**src/rtl/pit_pkg.sv**
```systemverilog
// Package: shared widths, access-pattern encoding and BCD conversion helpers
// for the interval timer. Assumes a 16-bit count moved over an 8-bit bus.
package pit_pkg;
    localparam int BYTE_W = 8;
    localparam int CNT_W  = 2 * BYTE_W;
    localparam int TERM_W = CNT_W + 1;          // holds 65536
    localparam int BCD_DIGITS = CNT_W / 4;
    localparam int BCD_MAX    = 10000;

    // Byte access pattern carried in control bits 5:4
    typedef enum logic [1:0] {
        ACC_LATCH = 2'd0,
        ACC_LO    = 2'd1,
        ACC_HI    = 2'd2,
        ACC_WORD  = 2'd3
    } acc_e;

    typedef logic [2:0] mode_t;

    // Decode four BCD digits into a binary value (digits assumed valid)
    function automatic logic [TERM_W-1:0] bcd_to_bin(input logic [CNT_W-1:0] v);
        logic [TERM_W-1:0] acc;
        acc = '0;
        for (int k = BCD_DIGITS - 1; k >= 0; k--) begin
            acc = acc * TERM_W'(10) + TERM_W'(v[k*4 +: 4]);
        end
        return acc;
    endfunction

    // Encode a binary value (at most 10000) as BCD, keeping the low four digits
    function automatic logic [CNT_W-1:0] bin_to_bcd(input logic [TERM_W-1:0] v);
        logic [CNT_W+3:0] bcd;
        bcd = '0;
        for (int i = 13; i >= 0; i--) begin
            for (int d = 0; d <= BCD_DIGITS; d++) begin
                if (bcd[d*4 +: 4] >= 4'd5) bcd[d*4 +: 4] = bcd[d*4 +: 4] + 4'd3;
            end
            bcd = {bcd[CNT_W+2:0], v[i]};
        end
        return bcd[CNT_W-1:0];
    endfunction
endpackage

```
**src/rtl/pit_count_core.sv**
```systemverilog
// Counting core of one channel. Keeps the terminal value and the elapsed
// tick count since the last load or gate retrigger, and derives the output
// waveform and the readback count from them.
// Assumes: load_i and a gate edge are single-cycle qualified by the caller;
// gate_i is already synchronous to clk.
module pit_count_core
    import pit_pkg::*;
(
    input  logic             clk,
    input  logic             rst_n,
    input  logic             tick_i,
    input  logic             gate_i,
    input  mode_t            mode_i,
    input  logic             bcd_i,
    input  logic             load_i,
    input  logic [TERM_W-1:0] load_term_i,
    output logic             out_o,
    output logic [CNT_W-1:0] live_o
);
    logic [TERM_W-1:0] term_q;
    logic [TERM_W-1:0] phase_q;
    logic              past_q;
    logic              started_q;
    logic              gate_q;

    logic              periodic;
    logic              retrig_mode;
    logic              gate_rise;
    logic              restart;
    logic              at_term;
    logic [TERM_W-1:0] half;
    logic [TERM_W-1:0] remain;

    // Classify the mode and detect restart conditions
    always_comb begin
        periodic    = mode_i[1];
        retrig_mode = mode_i[1] | mode_i[0];
        gate_rise   = gate_i & ~gate_q;
        restart     = load_i | (gate_rise & retrig_mode);
        at_term     = (phase_q == term_q);
        half        = (term_q + TERM_W'(1)) >> 1;
        remain      = term_q - phase_q;
    end

    // Terminal, elapsed count and flags
    always_ff @(posedge clk) begin
        if (!rst_n) begin
            term_q    <= TERM_W'(1) << CNT_W;
            phase_q   <= '0;
            past_q    <= 1'b0;
            started_q <= 1'b0;
            gate_q    <= gate_i;
        end else begin
            gate_q <= gate_i;
            if (load_i) term_q <= load_term_i;
            if (restart) begin
                phase_q   <= '0;
                past_q    <= 1'b0;
                started_q <= 1'b0;
            end else if (tick_i) begin
                if (periodic) begin
                    phase_q   <= (phase_q >= term_q - TERM_W'(1)) ? '0 : phase_q + TERM_W'(1);
                    started_q <= 1'b1;
                end else if (at_term) begin
                    past_q <= 1'b1;
                end else begin
                    phase_q <= phase_q + TERM_W'(1);
                end
            end
        end
    end

    // Output waveform per mode
    always_comb begin
        case (mode_i)
            3'd0:       out_o = at_term;
            3'd1:       out_o = ~at_term;
            3'd2, 3'd6: out_o = ~((phase_q == '0) & started_q);
            3'd3, 3'd7: out_o = (phase_q < half);
            default:    out_o = ~(at_term & ~past_q);
        endcase
    end

    // Readback count in the selected number format
    always_comb begin
        live_o = bcd_i ? bin_to_bcd(remain) : remain[CNT_W-1:0];
    end


    strobe_one_tick_chk: assert property (@(posedge clk) disable iff (!rst_n)
        ((mode_i == 3'd4 || mode_i == 3'd5) && !out_o && tick_i && !restart)
        |=> (out_o || mode_i != $past(mode_i)));


    rate_pulse_chk: assert property (@(posedge clk) disable iff (!rst_n)
        (mode_i == 3'd2 && !out_o && tick_i && !restart && term_q > TERM_W'(1))
        |=> (out_o || mode_i != $past(mode_i)));


    load_clears_out_chk: assert property (@(posedge clk) disable iff (!rst_n)
        (load_i && mode_i == 3'd0) |=> !out_o);


    phase_range_chk: assert property (@(posedge clk) disable iff (!rst_n)
        phase_q <= term_q);
endmodule

```
**src/rtl/pit_host_regs.sv**
```systemverilog
// Host-side slice of one channel: control fields, byte toggle, low-byte
// holding register for word loads, and the count latch for readback.
// Assumes: at most one of ctl_wr_i, latch_i, data_wr_i, data_rd_i per cycle.
module pit_host_regs
    import pit_pkg::*;
(
    input  logic              clk,
    input  logic              rst_n,
    input  logic              ctl_wr_i,
    input  logic              latch_i,
    input  mode_t             cfg_mode_i,
    input  logic              cfg_bcd_i,
    input  acc_e              cfg_acc_i,
    input  logic              data_wr_i,
    input  logic              data_rd_i,
    input  logic [BYTE_W-1:0] wdata_i,
    input  logic [CNT_W-1:0]  live_i,
    output mode_t             mode_o,
    output logic              bcd_o,
    output logic              load_o,
    output logic [TERM_W-1:0] load_term_o,
    output logic [BYTE_W-1:0] rdata_o
);
    acc_e              acc_q;
    logic              tog_q;
    logic [BYTE_W-1:0] lo_q;
    logic [CNT_W-1:0]  latch_q;
    logic              lvld_q;
    logic [CNT_W-1:0]  raw;
    logic [CNT_W-1:0]  src;

    // Assemble the raw count and decide whether this write completes a load
    always_comb begin
        case (acc_q)
            ACC_LO:  raw = {{BYTE_W{1'b0}}, wdata_i};
            ACC_HI:  raw = {wdata_i, {BYTE_W{1'b0}}};
            default: raw = {wdata_i, lo_q};
        endcase
        load_o = data_wr_i & ((acc_q == ACC_LO) | (acc_q == ACC_HI) |
                              ((acc_q == ACC_WORD) & tog_q));
    end

    // Convert the raw count to a terminal value, mapping zero to the maximum
    always_comb begin
        if (bcd_o)
            load_term_o = (raw == '0) ? TERM_W'(BCD_MAX) : bcd_to_bin(raw);
        else
            load_term_o = (raw == '0) ? (TERM_W'(1) << CNT_W) : {1'b0, raw};
    end

    // Select the read byte from the held or live count
    always_comb begin
        src = lvld_q ? latch_q : live_i;
        case (acc_q)
            ACC_LO:  rdata_o = src[BYTE_W-1:0];
            ACC_HI:  rdata_o = src[CNT_W-1:BYTE_W];
            default: rdata_o = tog_q ? src[CNT_W-1:BYTE_W] : src[BYTE_W-1:0];
        endcase
    end

    // Control fields, byte toggle, holding byte and latch state
    always_ff @(posedge clk) begin
        if (!rst_n) begin
            mode_o  <= 3'd3;
            bcd_o   <= 1'b0;
            acc_q   <= ACC_WORD;
            tog_q   <= 1'b0;
            lo_q    <= '0;
            latch_q <= '0;
            lvld_q  <= 1'b0;
        end else if (ctl_wr_i) begin
            mode_o <= cfg_mode_i;
            bcd_o  <= cfg_bcd_i;
            acc_q  <= cfg_acc_i;
            tog_q  <= 1'b0;
        end else if (latch_i) begin
            tog_q <= 1'b0;
            if (!lvld_q) begin
                latch_q <= live_i;
                lvld_q  <= 1'b1;
            end
        end else if (data_wr_i) begin
            if (acc_q == ACC_WORD) begin
                tog_q <= ~tog_q;
                if (!tog_q) lo_q <= wdata_i;
            end
        end else if (data_rd_i) begin
            if (acc_q == ACC_WORD) tog_q <= ~tog_q;
            if (lvld_q && (acc_q != ACC_WORD || tog_q)) lvld_q <= 1'b0;
        end
    end


    latch_hold_chk: assert property (@(posedge clk) disable iff (!rst_n)
        lvld_q |=> $stable(latch_q));


    ctl_resets_toggle_chk: assert property (@(posedge clk) disable iff (!rst_n)
        ctl_wr_i |=> !tog_q);
endmodule

```
**src/rtl/prog_interval_timer.sv**
```systemverilog
// Top of the interval timer: decodes the byte port into per-channel control,
// latch, write and read strobes, instantiates one register slice and one
// counting core per channel, and drives the interrupt from channel 0.
// Assumes: NUM_CH is 1..3 (address 3 is the control port); wr_en and rd_en
// are never high together.
module prog_interval_timer
    import pit_pkg::*;
#(
    parameter int NUM_CH = 3
) (
    input  logic              clk,
    input  logic              rst_n,
    input  logic              tick_en,
    input  logic [NUM_CH-1:0] gate,
    input  logic [1:0]        addr,
    input  logic              wr_en,
    input  logic              rd_en,
    input  logic [7:0]        wdata,
    output logic [7:0]        rdata,
    output logic [NUM_CH-1:0] out,
    output logic              irq
);
    localparam logic [1:0] CTL_ADDR = 2'd3;

    logic              ctl_hit;
    acc_e              cfg_acc;
    logic [NUM_CH-1:0] ctl_wr;
    logic [NUM_CH-1:0] latch_cmd;
    logic [NUM_CH-1:0] data_wr;
    logic [NUM_CH-1:0] data_rd;
    logic [BYTE_W-1:0] ch_rdata [NUM_CH];

    // Decode the control port fields
    always_comb begin
        ctl_hit = wr_en & (addr == CTL_ADDR);
        cfg_acc = acc_e'(wdata[5:4]);
    end

    generate
        for (genvar i = 0; i < NUM_CH; i++) begin : g_ch
            mode_t             mode_w;
            logic              bcd_w;
            logic              load_w;
            logic [TERM_W-1:0] term_w;
            logic [CNT_W-1:0]  live_w;

            // Per-channel strobe decode
            always_comb begin
                ctl_wr[i]    = ctl_hit & (wdata[7:6] == 2'(i)) & (cfg_acc != ACC_LATCH);
                latch_cmd[i] = ctl_hit & (wdata[7:6] == 2'(i)) & (cfg_acc == ACC_LATCH);
                data_wr[i]   = wr_en & (addr == 2'(i));
                data_rd[i]   = rd_en & (addr == 2'(i));
            end

            pit_host_regs u_regs (
                .clk         (clk),
                .rst_n       (rst_n),
                .ctl_wr_i    (ctl_wr[i]),
                .latch_i     (latch_cmd[i]),
                .cfg_mode_i  (wdata[3:1]),
                .cfg_bcd_i   (wdata[0]),
                .cfg_acc_i   (cfg_acc),
                .data_wr_i   (data_wr[i]),
                .data_rd_i   (data_rd[i]),
                .wdata_i     (wdata),
                .live_i      (live_w),
                .mode_o      (mode_w),
                .bcd_o       (bcd_w),
                .load_o      (load_w),
                .load_term_o (term_w),
                .rdata_o     (ch_rdata[i])
            );

            pit_count_core u_core (
                .clk         (clk),
                .rst_n       (rst_n),
                .tick_i      (tick_en),
                .gate_i      (gate[i]),
                .mode_i      (mode_w),
                .bcd_i       (bcd_w),
                .load_i      (load_w),
                .load_term_i (term_w),
                .out_o       (out[i]),
                .live_o      (live_w)
            );
        end
    endgenerate

    // Read mux over the channel data ports
    always_comb begin
        rdata = '0;
        if (rd_en) begin
            for (int i = 0; i < NUM_CH; i++) begin
                if (addr == 2'(i)) rdata = ch_rdata[i];
            end
        end
    end

    // Interrupt request follows channel 0
    always_comb irq = out[0];


    host_rw_excl_chk: assert property (@(posedge clk) disable iff (!rst_n)
        !(wr_en && rd_en));


    one_target_chk: assert property (@(posedge clk) disable iff (!rst_n)
        $onehot0(data_wr | ctl_wr | latch_cmd));
endmodule

```
**config.mk**
```make
export PLATFORM = sky130hd
export DESIGN_NAME = prog_interval_timer
export DESIGN_NICKNAME = d
export VERILOG_FILES = /design/src/rtl/pit_pkg.sv /design/src/rtl/pit_count_core.sv /design/src/rtl/pit_host_regs.sv /design/src/rtl/prog_interval_timer.sv
export SDC_FILE = /design/constraint.sdc
export NUM_CORES = 1
export LEC_CHECK = 0
export ABC_AREA = 1
export CAP_MARGIN = 20
export CORE_MARGIN = 5
export CORE_UTILIZATION = 45
export DETAILED_ROUTE_END_ITERATION = 16
export GPL_TIMING_DRIVEN = 0
export PLACE_DENSITY_LB_ADDON = 0.2
export SLEW_MARGIN = 40
export SYNTH_ARGS = -nofsm -noshare
export SYNTH_HDL_FRONTEND = slang
export SYNTH_HIERARCHICAL = 1
export SYNTH_SLANG_ARGS = --single-unit
```
**constraint.sdc**
```tcl
create_clock -name clk -period 13.9 [get_ports clk]
set_input_delay 2.78 -clock clk [delete_from_list [all_inputs] [get_ports clk]]
set_output_delay 2.78 -clock clk [all_outputs]
set_load 0.005 [all_outputs]
```
======== Word level (Yosys, flattened, before mapping) ========
Cells that the tools add are included.
word-level totals
  flip-flop bits (word level) ............. 207
  bits of input ports ..................... 18
  output and inout port bits .............. 12
  word-level logic and storage cells ...... 540
cells by class
  add/subtract/negate cells ............... 99
  $mul .................................... 9
  magnitude comparators ................... 84
  equal/unequal tests ..................... 41
  muxes and demuxes ....................... 139
  bitwise logic cells ..................... 74
  reductions and logical operators ........ 58
operators by type and width
  cell                                                 count
  2-to-1 mux 17 bit                                    18
  2-to-1 mux 4 bit                                     72
  >= comparator 4 x 3 -> 1 bit, second input constant  66
  adder 4 x 2 -> 4 bit, second input constant          63
  adder 17 x 4 -> 17 bit                               9
  adder 17 x 1 -> 17 bit, second input constant        6
  multiplier 17 x 3 -> 16 bit, second input constant   6
  2-to-1 mux 16 bit                                    6
  case mux 16 bit (2 select lines)                     3
  2-to-1 mux 8 bit                                     7
  equality test 17 bit                                 3
  >= comparator 17 bit                                 3
  logical NOT 17 bit                                   3
  less-than comparator 17 x 16 -> 1 bit                3
  subtractor 17 x 1 -> 17 bit, second input constant   3
  logical NOT 16 bit                                   3
  case mux 8 bit (2 select lines)                      3
  subtractor 16 bit                                    3
  adder 3 x 2 -> 4 bit, second input constant          9
  >= comparator 3 bit, second input constant           12
  bitwise AND 1 bit                                    34
  NOT 1 bit                                            28
  multiplier 4 x 3 -> 7 bit, second input constant     3
  2-to-1 mux 1 bit                                     21
  22 further kinds                                     117

======== Longest topological paths before layout ========
Gate-level depths: netlist (run 1).
  depth in word-level cells ............... 31
  gate-level depth with buffers ........... 90
  gate-level depth less buffers ........... 90

======== Cells and area by module ========
The synthesis (run 1) kept the hierarchy.
modules (own cells, without submodules)
  module                               times used  cells each  area an instance (µm²)  seq. area each (µm²)
  pit_count_core (g_ch[1].u_core ...)  2           1,032       6,432.4                 740.7
  pit_count_core (g_ch[0].u_core)      1           1,054       6,598.8                 740.7
  pit_host_regs (g_ch[2].u_regs)       1           652         4,191.5                 640.6
  pit_host_regs (g_ch[1].u_regs)       1           630         4,150.2                 640.6
  pit_host_regs (g_ch[0].u_regs)       1           640         4,145.2                 640.6
  prog_interval_timer                  1           78          401.6                   0.0

======== Worst setup path before layout (run 1) ========
Ideal clock, no wire load.
  kind .................................... register to output
  start ................................... register g_ch[1].u_core.term_q[0]
  end ..................................... output rdata[1]
  arrival time ............................ 9.295 ns
  required time ........................... 11.120 ns
  slack ................................... 1.825 ns
  stages on the path, launching flop included .. 82
  path buffers ............................ 0
  path through ............................ dfxtp_1 > inv_1 > ha_1 > inv_1 > fa_1 > nand3_1 > nand2_1 > nand2_2 > nand3_2 > nand2_2 > nand2_4 > o21ai_1 > inv_1 > ha_1 > inv_1 > nor2_1 > inv_1 > nand3_2 > [... 46 more ...] > and2_1 > ha_1 > inv_1 > o21ai_1 > nand2_1 > o21ai_0 > nand2_1 > nand2_1 > nand2_1 > xor2_1 > mux2i_1 > nand2_1 > nand3_1 > o221ai_1 > nand3_1 > nand3_1 > nand2_1 > inv_1
RTL lines
  what                    line                       source
  from (decl)             pit_count_core.sv:20       logic [TERM_W-1:0] term_q;
  from (signal assigned)  pit_count_core.sv:48       term_q <= TERM_W'(1) << CNT_W;
  from (signal assigned)  pit_count_core.sv:55       if (load_i) term_q <= load_term_i;
  to (decl)               prog_interval_timer.sv:19  output logic [7:0] rdata,

==> results of run 1 <==
[registers in the layout (all words and copies together), names as in the netlist, 6 cells and up]
| signal | flops |
|---|---|
| g_ch.u_core/phase_q | 51 |
| g_ch.u_regs/mode_o | 9 |
| g_ch.u_regs/latch_q | 48 |
| g_ch.u_core/term_q | 51 |
| g_ch.u_regs/lo_q | 24 |
| g_ch.u_regs/acc_q | 6 |
[worst paths after layout]
kind / slack [ns] / end / depth (start not counted)
setup / recovery: 0.56 / rdata[6] / 79
hold / removal: 0.46 / g_ch[0].u_core/past_q / 2
setup reg to reg: 4.54 / g_ch[2].u_regs/latch_q[1] / 78
hold reg to reg: 0.46 / g_ch[0].u_core/past_q / 2
[final cells by class]
class / instances / share of cell area (%)
sequential: 207 / 11.5
timing repair buffer: 141 / 3.03
multi-input combinational: 3991 / 70.5
clock buffer: 32 / 1.85
buffer: 78 / 1.03
inverter: 842 / 8.52
tap: 950 / 3.19
clock inverter: 9 / 0.319
antenna: 3 / 0.0201
[critical path: cells and delay by family (launching register included)]
kind	cells	cell delay (ns)
XOR/XNOR	4	0.72
AO/OA/AOI/OAI	8	1.22
AND/OR/NAND/NOR	37	3.56
flip-flops	1	0.33
adder cells (fa/ha/maj)	11	2.31
buffers and inverters	18	1.63
multiplexers	1	0.24
[placed cells by master, fill, tap and decap left out, types with 21 or more instances in the layout]
cell type  count
ha_2          26
nand3_1      328
buf_4        114
nand3_2       84
nor2_1       349
nand2_4       55
dfxtp_1      138
nand2_1     1121
xor2_1       154
inv_1        712
clkbuf_16     25
xnor2_1       42
nand4_1      113
nand2_2      211
o21ai_2       45
ha_1         340
nor2_2        21
o21bai_1      21
o21ai_1       38
a21oi_1      285
ha_4          42
o21ai_0      236
mux2i_1       27
inv_2        114
dfxtp_2       39
dfxtp_4       30
nor3_1        67
clkbuf_1      58
o221ai_1      21
[per-stage QoR]
stage / hold WS [ns] / setup WS, ns / TNS (ns)
2_1_floorplan: 0.430 / 1.83 / 0
3_3_place_gp: 0.446 / 0.0581 / 0
3_5_place_dp: 0.454 / -0.0555 / -0.149
4_1_cts: 0.467 / -0.00861 / -0.00861
5_1_grt: 0.494 / -0.168 / -0.488
6_report: 0.461 / 0.558 / 0
[repair_timing]
item / CTS / global route
setup buffers: 11 / 102
endpoints found under the setup margin: 8 / 8
pin swaps: 19 / 104
gates resized for setup: 122 / 364
[cell families (layout without fill, tap and decap cells)]
logic type	after synthesis	count (layout)	share of synthesized area, %
compound gates	816	816	14.9
xor+xnor	217	217	6.15
fa+ha+maj	426	426	16.9
buf+inv	920	1102	11.0
flops	207	207	12.8
mux	48	48	1.49
other cells	0	3	0
simple gates	2484	2484	36.8
[per-layer routing]
metal,share of wire (%),track usage (%)
met1,47,28.2
met2,47,35.8
met3,3.6,1.50
met4,2.7,5.06
met5,0,0
==> flow_summary.toml, run 1 <==
[critical_path]
required_ns = 11.12
cp_max_fo = 4
r2r-start = "g_ch[2].u_core/phase_q[7]"
critPathSlowestCell = "clkdlybuf4s50_1"
end_kind = "output port"
crit_type = "reg2out"
cp-start-kind = "register"
startpoint = "g_ch[1].u_core/term_q[0]"
max_stage_delay_ns = 0.44
arrival_ns = 10.56

[timing]
finalSetupViolations = 0
fin_crit_ns = 13.34
hold_viol_final = 0
fin_skew_ns = 0.00789
max_slew_margin_pct = 45.2
fin_crit_sh_pct = 96.0
max_clock_freq_ghz = 0.0750
finalMaxSlewViolations = 0
worst_slew_pin_slew_ns = 0.802

[place]
placed_area_um2 = 33800
routabilityCongestion = 0.897
dp_hpwl_mm = 69.1
portBuffers = 28
dp_cells = 6096

[finish]
multi_input_area_um2 = 26300
final_layout_size_suffix_gt1_share_pct = 19.4
fillerInstances = 7207
layout.nets = 5730
syn_to_final_growth_pct = 15.3
regArea_um2 = 4310
final_util_pct = 52.3
fin_area_um2 = 37300
finalNonFillerCells = 6253

[synthesis]
ys_warn_count = 6
netlist_top_cells_count = "nand2_1 (1187), inv_1 (765), ha_1 (408), nand3_1 (356), nor2_1 (356)"
synthTopCellsByArea = "ha_1 (16%), nand2_1 (14%), dfxtp_1 (13%)"
yosysTopAreaCellShare_pct = 15.8
ys_seq_area_share_pct = 12.8
synth_area_um2 = 32400
synthCells = 5118
synth.most_common_cell = "nand2_1"
synthDistinctLibCells = 79
synth-seq-cells = 207
async_flop_share_pct = 0
syn_nets = 5562
yosysTopAreaCell = "ha_1"
synth-edff-count = 0
synth-main-ff-cell = "dfxtp_1"
syn_avg_cell_area_um2 = 6.32

[grt]
grt_pass1_vias = 29400
grt_max_degree = 34
grt_pass1_wl_mm = 140
grt_usage_pct = 20.7
grt_overflow = 0
antenna_found_initial = 4

[job]
drv_cap = 0

[floorplan]
rows = 98
dieArea_um2 = 77400
die_height_um = 278
num_io_pins = 30
coreArea_um2 = 71400
start_util_pct = 45.3
floorplan.die.width_um = 278

[cts]
tritoncts = "built"
cts_made_buffers = 25
holdBufCountCts = 0
clockRootBuffer = "clkbuf_16"
path_clk_slew_ns = 0.06
clockBufferDepth = 3
cts_max_level = 1
clock_latency_ns = 0.56
cts.sinks = 207

[drt]
vias = 32600
drc = 0
drtIter0Drc = 1999
ant_nets = 0
drt-pass1-iter-count = 6
avgRoutedWirePerCell_um = 13.8
vias_per_cell = 5.21
drt_wl_total_mm = 86.4

[min_path]
min_from = "g_ch[0].u_core/past_q"
holdCritPathClass = "reg2reg"

[run_status]
status = "complete, no violations"
Power of run 1 is left out: the tool's default activity adds up to more than one toggle a clock period on the data nets, which glitch-free logic cannot reach.
==> run 2: changes to the inputs <==
- ABC_AREA: 1 -> not set
- SYNTH_HIERARCHICAL: 1 -> not set
==> run 2 against run 1 <==
Compared with the run above: the run now ends with negative setup slack left; worst setup slack got worse by 2.7 ns; non-clock buffer count increased by 150; critical path depth decreased by 4; fmax decreased by 17%; final cell count decreased by 8.9%; global-route usage increased by 2.8 points; core utilization increased by 2.2 points; count of clock-buffer cells in the layout unchanged; critical endpoint is now rdata[4].
==> flow_summary.toml, run 2 <==
[run_status]
status = "finished with violations"
violations = "negative setup slack"

[cts]
clockRootBuffer = "clkbuf_16"
cts_max_level = 1
cts.sinks = 207
holdBufCountCts = 0
cts_made_buffers = 27
path_clk_slew_ns = 0.06
clock_latency_ns = 0.57
clockBufferDepth = 3
tritoncts = "built"

[synthesis]
yosysTopAreaCell = "ha_1"
muxShareOfSynthArea_pct = 5.51
synthDistinctLibCells = 122
ys_seq_area_share_pct = 12.5
synth-edff-count = 0
synth_top_family_by_area = "compound AO/OA/AOI/OAI gates"
ys_warn_count = 0
synthCells = 4482
synth-xor-area-share_pct = 9.41
yosysTopAreaCellShare_pct = 15.8
synth.most_common_cell = "ha_1"
synthAdderAreaFrac_pct = 17.1
async_flop_share_pct = 0
netlist_top_cells_count = "ha_1 (417), nand2_1 (370), nor2_1 (365), inv_1 (316), a21oi_1 (301)"
synth-main-ff-cell = "dfxtp_1"
synth-simple-area-share_pct = 23.6
synth-seq-cells = 207
synth-compound-area-share_pct = 26.2
synth_area_um2 = 33100
synthTopCellsByArea = "ha_1 (16%), dfxtp_1 (13%), xnor2_1 (5.9%)"
syn_avg_cell_area_um2 = 7.39

[timing]
post-route-worst-setup-slack_ns = -2.15
worst_slew_pin_slew_ns = 0.939
fin_crit_ns = 16.05
max_slew_margin_pct = 36.8
finalSetupViolations = 8
max_clock_freq_ghz = 0.0623
rsz0062_at_grt = "true"
hold_viol_final = 0
fin_skew_ns = 0.0314
fin_crit_sh_pct = 115
finalMaxSlewViolations = 0

[floorplan]
dieArea_um2 = 79100
rows = 99
coreArea_um2 = 73000
start_util_pct = 45.4
num_io_pins = 30
floorplan.die.width_um = 281
die_height_um = 281

[place]
portBuffers = 27
pre_cts_ws_ns = -3.80
routabilityCongestion = 0.933
dp_hpwl_mm = 76.3

[critical_path]
end_kind = "output port"
cp_max_fo = 4
crit_type = "reg2out"
arrival_ns = 13.27
critPathSlowestCell = "or4_4"
max_stage_delay_ns = 0.56
r2r_setup_slack_ns = 1.44
cp-start-kind = "register"
required_ns = 11.12

[finish]
syn_to_final_growth_pct = 20.1
fillerInstances = 6970
final_cell_mix = "nand2_1 (358), ha_1 (358), nor2_1 (343)"
reg_top3 = "g_ch.u_core.phase_q (51), g_ch.u_core.term_q (51), g_ch.u_regs.latch_q (48)"
final_layout_size_suffix_gt1_share_pct = 17.3
regArea_um2 = 4220
multi_input_area_um2 = 29800
layout.nets = 5174

[grt]
grt_overflow = 0
grt_usage_pct = 23.5
grt_pass1_wl_mm = 158
grt_max_degree = 14
grt_pass1_vias = 31300
antenna_found_initial = 6

[drt]
drc = 0
drt-pass1-iter-count = 5
avgRoutedWirePerCell_um = 17.5
vias = 33500
drt_wl_total_mm = 99.9
vias_per_cell = 5.89
ant_nets = 0
drtIter0Drc = 2082

[min_path]
holdCritPathClass = "reg2reg"

[job]
drv_cap = 0
[run 2: changes by cell type in the layout (fill, tap and decap cells not counted), moves of 70 or more]
cell      previous run  this run
mux2i_1             27        97
a21o_1              14       101
clkbuf_1            58       130
buf_4              114       184
nand3_2             84         3
xnor2_1             42       201
nand3_1            328       133
nand2_2            211         6
inv_1              712       293
nand2b_1             0        81
nand2_1           1121       358
inv_2              114        24
[run 2: cell type report]
class | count | area share [%]
antenna | 2 | 0.0126
buffer | 157 | 1.69
clock buffer | 32 | 1.90
clock inverter | 16 | 0.595
inverter | 326 | 3.11
multi-input combinational | 3787 | 74.8
sequential | 207 | 10.6
tap | 959 | 3.02
timing repair buffer | 212 | 4.22
[run 2: final timing paths]
path	from	to	depth (start not counted)
min	g_ch[2].u_regs.latch_q[5]	g_ch[2].u_regs.latch_q[5]	2
max	g_ch[2].u_core.term_q[0]	rdata[4]	75
min reg2reg	g_ch[2].u_regs.latch_q[5]	g_ch[2].u_regs.latch_q[5]	2
max reg2reg	g_ch[2].u_core.term_q[0]	g_ch[2].u_regs.latch_q[8]	75
[run 2: logic make-up after synthesis]
family	after synthesis
flip-flops	207
AND/OR/NAND/NOR	1553
multiplexers	172
AO/OA/AOI/OAI	1264
XOR/XNOR	354
buffers and inverters	490
adder cells (fa/ha/maj)	441
other	1
[run 2: stage by stage]
stage / cells / instance area [µm²] / setup TNS (ns) / utilization (%) / hold WS, ns
finish: 5698 / 39800 / -16.18 / 54.5 / 0.455
global route: 5697 / 39800 / -19.61 / 54.5 / 0.468
CTS: 5638 / 38300 / -15.44 / 52.5 / 0.453
detailed placement: 5470 / 35200 / -27.62 / 48.2 / 0.444
global placement: 5470 / 35200 / -26.84 / 48.2 / 0.438
floorplan: 4484 / 33700 / -6.09 / - / 0.429
[run 2: per-layer routing]
metal	GRT usage [%]	wire length (µm)
met5	0	48
met4	6.35	2660
met3	3.22	5590
met2	39.5	45600
met1	31.9	46000
[run 2: what timing repair did]
action | in CTS | in global routing
pin swaps | 116 | 116
buffers inserted | 123 | 63
resized for setup | 297 | 213
endpoints found under the setup margin | 8 | 8
[run 2: worst max-delay path, delay by kind of cell, from the launching register on]
kind	cells	cell delay, ns
flip-flops	1	0.35
AO/OA/AOI/OAI	19	3.69
XOR/XNOR	5	1.03
AND/OR/NAND/NOR	25	3.21
multiplexers	5	1.40
buffers and inverters	10	0.87
adder cells (fa/ha/maj)	11	2.16
Power of run 2 is left out for the same reason.
